**src/rtl/dma_seq_pkg.sv**
```systemverilog
package dma_seq_pkg;

  typedef enum logic [1:0] {
    CH_IDLE = 2'd0,
    CH_RUN  = 2'd1,
    CH_FIN  = 2'd2
  } ch_state_e;

  // width code: 0 -> 1 byte, 1 -> 2 bytes, 2/3 -> 4 bytes
  function automatic logic [2:0] width_bytes(input logic [1:0] code);
    case (code)
      2'd0:    width_bytes = 3'd1;
      2'd1:    width_bytes = 3'd2;
      default: width_bytes = 3'd4;
    endcase
  endfunction

endpackage

```
**src/rtl/dma_side_addr.sv**
```systemverilog
module dma_side_addr
  import dma_seq_pkg::*;
#(
  parameter int ADDR_W = 16
) (
  input  logic              clk,
  input  logic              rst,
  input  logic              load,
  input  logic              step,
  input  logic [ADDR_W-1:0] start_addr,
  input  logic [ADDR_W-1:0] end_addr,
  input  logic [1:0]        width_code,
  output logic [ADDR_W-1:0] addr,
  output logic              wrap
);

  localparam int SUM_W = ADDR_W + 1;

  logic             fixed_side;
  logic [SUM_W-1:0] next_sum;
  logic             past_end;

  assign fixed_side = (end_addr == '0);
  assign next_sum   = {1'b0, addr} + SUM_W'(width_bytes(width_code));
  assign past_end   = next_sum > {1'b0, end_addr};

  always_ff @(posedge clk) begin
    if (rst) begin
      addr <= '0;
      wrap <= 1'b0;
    end else begin
      wrap <= 1'b0;
      if (load) begin
        addr <= start_addr;
      end else if (step) begin
        if (fixed_side) begin
          addr <= start_addr;
        end else if (past_end) begin
          addr <= start_addr;
          wrap <= 1'b1;
        end else begin
          addr <= next_sum[ADDR_W-1:0];
        end
      end
    end
  end

endmodule

```
**src/rtl/dma_len_count.sv**
```systemverilog
module dma_len_count
  import dma_seq_pkg::*;
#(
  parameter int LEN_W = 16
) (
  input  logic             clk,
  input  logic             rst,
  input  logic             load,
  input  logic             step,
  input  logic             repeat_mode,
  input  logic [LEN_W-1:0] len,
  input  logic [1:0]       dst_code,
  output logic [LEN_W-1:0] remaining,
  output logic             last_beat
);

  logic [LEN_W-1:0] dec;

  assign dec       = LEN_W'(width_bytes(dst_code));
  assign last_beat = remaining <= dec;

  always_ff @(posedge clk) begin
    if (rst) begin
      remaining <= '0;
    end else if (load) begin
      remaining <= len;
    end else if (step) begin
      if (last_beat) begin
        remaining <= repeat_mode ? len : '0;
      end else begin
        remaining <= remaining - dec;
      end
    end
  end

endmodule

```
**src/rtl/dma_addr_seq.sv**
```systemverilog
module dma_addr_seq
  import dma_seq_pkg::*;
#(
  parameter int ADDR_W = 16,
  parameter int LEN_W  = 16
) (
  input  logic              clk,
  input  logic              rst,
  input  logic              enable,
  input  logic              mode_repeat,
  input  logic              beat_accept,
  input  logic [ADDR_W-1:0] src_start,
  input  logic [ADDR_W-1:0] src_end,
  input  logic [1:0]        src_width,
  input  logic [ADDR_W-1:0] dst_start,
  input  logic [ADDR_W-1:0] dst_end,
  input  logic [1:0]        dst_width,
  input  logic [LEN_W-1:0]  xfer_len,
  output logic              active,
  output logic              done,
  output logic [ADDR_W-1:0] src_addr,
  output logic [ADDR_W-1:0] dst_addr,
  output logic [LEN_W-1:0]  remaining,
  output logic              src_wrap,
  output logic              dst_wrap
);

  localparam int NSIDE = 2;

  ch_state_e state_q, state_d;
  logic      beat_go;
  logic      reload;
  logic      last_beat;
  logic      finish;

  logic [ADDR_W-1:0] side_start [NSIDE];
  logic [ADDR_W-1:0] side_end   [NSIDE];
  logic [1:0]        side_code  [NSIDE];
  logic [ADDR_W-1:0] side_addr  [NSIDE];
  logic              side_wrap  [NSIDE];

  assign beat_go = (state_q == CH_RUN) && enable && beat_accept;
  assign reload  = (state_q == CH_IDLE) || !enable;
  assign finish  = beat_go && last_beat && !mode_repeat;

  always_comb begin
    state_d = state_q;
    case (state_q)
      CH_IDLE: if (enable) state_d = CH_RUN;
      CH_RUN: begin
        if (!enable)     state_d = CH_IDLE;
        else if (finish) state_d = CH_FIN;
      end
      CH_FIN:  if (!enable) state_d = CH_IDLE;
      default: state_d = CH_IDLE;
    endcase
  end

  always_ff @(posedge clk) begin
    if (rst) state_q <= CH_IDLE;
    else     state_q <= state_d;
  end

  assign active = (state_q == CH_RUN);
  assign done   = (state_q == CH_FIN);

  assign side_start[0] = src_start;
  assign side_end[0]   = src_end;
  assign side_code[0]  = src_width;
  assign side_start[1] = dst_start;
  assign side_end[1]   = dst_end;
  assign side_code[1]  = dst_width;

  for (genvar gi = 0; gi < NSIDE; gi++) begin : g_side
    dma_side_addr #(
      .ADDR_W(ADDR_W)
    ) u_side (
      .clk       (clk),
      .rst       (rst),
      .load      (reload),
      .step      (beat_go),
      .start_addr(side_start[gi]),
      .end_addr  (side_end[gi]),
      .width_code(side_code[gi]),
      .addr      (side_addr[gi]),
      .wrap      (side_wrap[gi])
    );
  end

  assign src_addr = side_addr[0];
  assign dst_addr = side_addr[1];
  assign src_wrap = side_wrap[0];
  assign dst_wrap = side_wrap[1];

  dma_len_count #(
    .LEN_W(LEN_W)
  ) u_len (
    .clk        (clk),
    .rst        (rst),
    .load       (reload),
    .step       (beat_go),
    .repeat_mode(mode_repeat),
    .len        (xfer_len),
    .dst_code   (dst_width),
    .remaining  (remaining),
    .last_beat  (last_beat)
  );

endmodule

```
**config.mk**
```make
export PLATFORM = sky130hd
export DESIGN_NAME = dma_addr_seq
export DESIGN_NICKNAME = d
export VERILOG_FILES = /design/src/rtl/dma_seq_pkg.sv /design/src/rtl/dma_side_addr.sv /design/src/rtl/dma_len_count.sv /design/src/rtl/dma_addr_seq.sv
export SDC_FILE = /design/constraint.sdc
export NUM_CORES = 1
export LEC_CHECK = 0
export BUFFER_PORTS_ARGS = -buffer_cell sky130_fd_sc_hd__buf_4
export CORE_MARGIN = 4
export CORE_UTILIZATION = 45
export DETAILED_ROUTE_END_ITERATION = 6
export GPL_TIMING_DRIVEN = 0
export PLACE_DENSITY = 0.77
export SLEW_MARGIN = 15
export SYNTH_ARGS = -nofsm -noshare
export SYNTH_HDL_FRONTEND = slang
export SYNTH_SLANG_ARGS = --single-unit
```
**constraint.sdc**
```tcl
create_clock -name clk -period 5.3 [get_ports clk]
set_input_delay 1.06 -clock clk [delete_from_list [all_inputs] [get_ports clk]]
set_output_delay 1.06 -clock clk [all_outputs]
set_load 0.02 [all_outputs]
```
==> summary.md <==
| Metric | Value |
|---|---|
| CTS tree | `done` |
| DIE AREA | `0.0115 sq mm` |
| Port bufs | `139` |
| R2R cell count | `18` |
| Hold WC Path Type | `flop to flop` |
| Final hold violations | `0` |
| Adder-Cell Fraction of Synth Area | `12.9%` |
| Post-synth EDFFs | `0` |
| Rows | `36` |
| Area contributors post-synth | `dfxtp_1 (23%), ha_1 (12%), nand2_1 (5.1%)` |
| Vias per cell | `5.52` |
| XOR/XNOR share of the synthesized area | `6.30%` |
| Worst Hold End | `state_q[0]` |
| Synth Instances | `591` |
| Core ar. | `0.00968 sq mm` |
| Layout cell share with drive strength beyond 1 | `24.3%` |
| Worst-Margin Slew | `0.705 ns` |
| Cell Count Post-Placement | `863` |
| Routability cong. | `0.895` |
| Synth top area share | `23.4%` |
| Max transition margin | `52.7%` |
| WL final | `14.6 mm` |
| Fill cell count | `886` |
| Max-cap violation count | `0` |
| Sequential element share of the synthesized area | `23.4%` |
| Layout Skew | `0.00947 ns` |
| Average wire per standard cell | `16.6 microns` |
| Simple-Gate Fraction of Synth Area | `26.1%` |
| Reg2reg setup slack | `0.86 ns` |
| HPWL after detailed placement | `11.4 mm` |
| Nets@finish | `874` |
| Worst-case vdd ir drop | `0.000109 V` |
| Root Driver | `clkbuf_8` |
| Reg2reg start | `g_side[0].u_side.addr[0]` |
| Most used DFF post-synth | `dfxtp_1` |
| Longest Clk Path Bufs | `2` |
| Post-Syn Area | `0.00445 sq mm` |
| FFs w/ async S/R, synth | `0%` |
| Syn avg cell area | `7.53 sq um` |
| Pwr/cell area | `192 mW/mm^2` |
| Net Count, Synth | `724` |
| Syn-to-layout area delta | `31.3%` |
| Number of global-route vias before repair | `4,715` |
| Initial antenna violation count | `0` |
| First-pass GRT wire length | `23.1 mm` |
| Fin crit share | `94.7%` |
| Outcome | `completed` |
| Final Setup Violations | `0` |
| Die Ht | `107 microns` |
| GR Overflow Total | `0` |
| Worst-Skew Late Latency | `0.32 ns` |
| Finished Layout Cells | `875` |
| Critical Path RT | `5.55 ns` |
| Leakage Power | `0.00281 uW` |
| Reg-to-reg critical path endpoint | `g_side[0].u_side.addr[10]` |
| CP endpoint kind | `flop` |
| Area leader, netlist | `dfxtp_1` |
| Min-delay src | `state_q[1]` |
| Register bit total from synthesis | `52` |
| Multi-input gate area | `0.00313 sq mm` |
| Fmax | `199 MHz` |
| Max Transition Viols Final | `0` |
| Initial Util | `46.0%` |
| Critical path class | `primary input to flop` |
| Iter 0 DRT Violations | `247` |
| Post-route ant nets | `0` |
| Synth Warn # | `0` |
| Unique cell type count in the Yosys netlist | `62` |
| Sequential Area | `0.00104 sq mm` |
| CTS HTree Levels | `2` |
| Gr usage total | `24.6%` |
| CTS clock-pin slew for the worst setup and hold paths | `0.11 ns` |
| Worst Path Max Fanout | `10` |
| Post-Route Utilization | `60.3%` |
| Minimum clock period | `5.02 ns` |
| Main combinational cell family by area after synthesis | `simple AND/OR/NAND/NOR gates` |
| DRC | `0` |
| Die width | `107 microns` |
| Via count | `4,830` |
| Hold path depth | `1` |
| Initial DRT Pass Iterations | `5` |
| Most frequent cell after synthesis | `nand2_1` |
| N_diodes | `0` |
| Largest net degree at the start of global routing | `19` |
| Worst Setup Start Kind | `primary input` |
| TritonCTS Buffers | `5` |
| Worst path arrival time | `5.26 ns` |
| Commonest cells in the synthesized netlist | `nand2_1 (60), nor2_1 (59), dfxtp_1 (52)` |
| Clock sink count | `52` |
| Post-synthesis mux area share | `1.63%` |
| Ports | `141` |
| Synth Area in Compound Gates | `22.4%` |
## cells by family (layout without fill, tap and decap cells)
family,after synthesis,count (layout)
AND/OR/NAND/NOR,232,232
AO/OA/AOI/OAI,146,146
buffers and inverters,78,229
flip-flops,52,52
adder cells (fa/ha/maj),44,44
XOR/XNOR,32,32
multiplexers,7,7
## critical path, cell delays in order
cell and delay (ns):
buf_4 0.12, nor2_1 0.14, ha_1 0.18, inv_1 0.05
fa_1 0.39, nor2b_1 0.17, o2111a_2 0.29, nand3_4 0.13
nor2_1 0.17, xor2_1 0.11, ha_1 0.32, nand2_1 0.08
or4_4 0.57, o32ai_4 0.32, a31oi_2 0.12, or3_1 0.39
buf_6 0.15, buf_8 0.14, nor3b_2 0.17, o21ai_1 0.07
a21oi_1 0.12
## through the flow
step                      worst slack, ns  hold WS [ns]  total power, uW  setup TNS [ns]  instance area [sq um]
final                               0.283         0.482             1120               0                   5840
after global routing              -0.0353         0.520             1180         -0.0648                   5840
after CTS                          0.0483         0.490             1120               0                   5770
after detailed placement           -0.386         0.456              870           -8.67                   5660
after global placement             -0.382         0.442              858           -5.20                   5660
after floorplan                     0.297         0.429              705               0                   4450
## area by class of cell
type,count,share of cell area (%)
Buffer,25,2.23
Clock buffer,5,1.18
Clock inverter,3,0.471
Inverter,51,3.28
Multi-Input combinational cell,461,53.6
Sequential cell,52,17.8
Tap cell,133,2.85
Timing Repair Buffer,145,18.6
## registers in the layout, indices dropped and copies added (netlist names)
name                flops
g_side.u_side.addr     32
u_len.remaining        16
g_side.u_side.wrap      2
state_q                 2
## timing repair
item,in CTS,in global routing
hold buffers,0,0
pin swaps,1,3
hold endpoints to repair,0,0
setup buffers,0,6
resized for setup,2,9
setup endpoints to repair,12,32
## worst max path at each step
stage / endpoint / slack [ns] / depth (start not counted) / from
final: g_side[1].u_side.addr[5] / 0.28 / 21 / dst_width[1]
after global routing: g_side[0].u_side.addr[8] / -0.04 / 20 / src_width[0]
after CTS: g_side[0].u_side.addr[10] / 0.05 / 21 / src_width[0]
after detailed placement: g_side[1].u_side.addr[4] / -0.39 / 20 / dst_width[1]
after global placement: g_side[1].u_side.addr[4] / -0.38 / 20 / dst_width[1]
after floorplan: g_side[1].u_side.addr[4] / 0.30 / 19 / dst_width[1]
## metal layers
layer / vias to the layer above / GRT usage, % / wire length (microns)
met5: - / 0 / 0
met4: 0 / 5.32 / 202
met3: 16 / 4.98 / 1130
met2: 180 / 42.1 / 6980
met1: 2225 / 32.1 / 6250
li1: 2409 / - / -
## cells in the final DEF (no fill, tap or decap), types with 3 or more instances in the layout
| cell | netlist | final |
|---|---|---|
| buf_4 | 0 | 145 |
| nand2_1 | 60 | 59 |
| nor2_1 | 59 | 58 |
| dfxtp_1 | 52 | 52 |
| inv_1 | 51 | 51 |
| ha_1 | 41 | 41 |
| a21oi_1 | 33 | 33 |
| o21ai_0 | 24 | 24 |
| nand3_1 | 24 | 23 |
| xnor2_1 | 20 | 20 |
| clkbuf_1 | 21 | 19 |
| a21o_1 | 18 | 18 |
| nor4_1 | 14 | 13 |
| xor2_1 | 12 | 12 |
| or3_1 | 11 | 11 |
| nor3_1 | 11 | 11 |
| a31oi_1 | 12 | 11 |
| nor2b_1 | 11 | 11 |
| a211oi_1 | 10 | 9 |
| nand4_1 | 7 | 7 |
| a221oi_1 | 6 | 6 |
| o211ai_1 | 6 | 6 |
| a22oi_1 | 6 | 6 |
| nand3b_1 | 6 | 6 |
| and3_1 | 6 | 6 |
| nand2b_1 | 5 | 5 |
| mux2i_1 | 5 | 5 |
| clkbuf_8 | 0 | 5 |
| a32o_1 | 4 | 4 |
| and4_1 | 4 | 4 |
| o21bai_1 | 3 | 3 |
| buf_6 | 3 | 3 |
| fa_1 | 3 | 3 |
## power by group
group | switching [uW] | internal [uW]
Clock | 149 | 97.3
Combinational | 216 | 192
Sequential | 44.6 | 419
(Power assumes the default switching activity.)
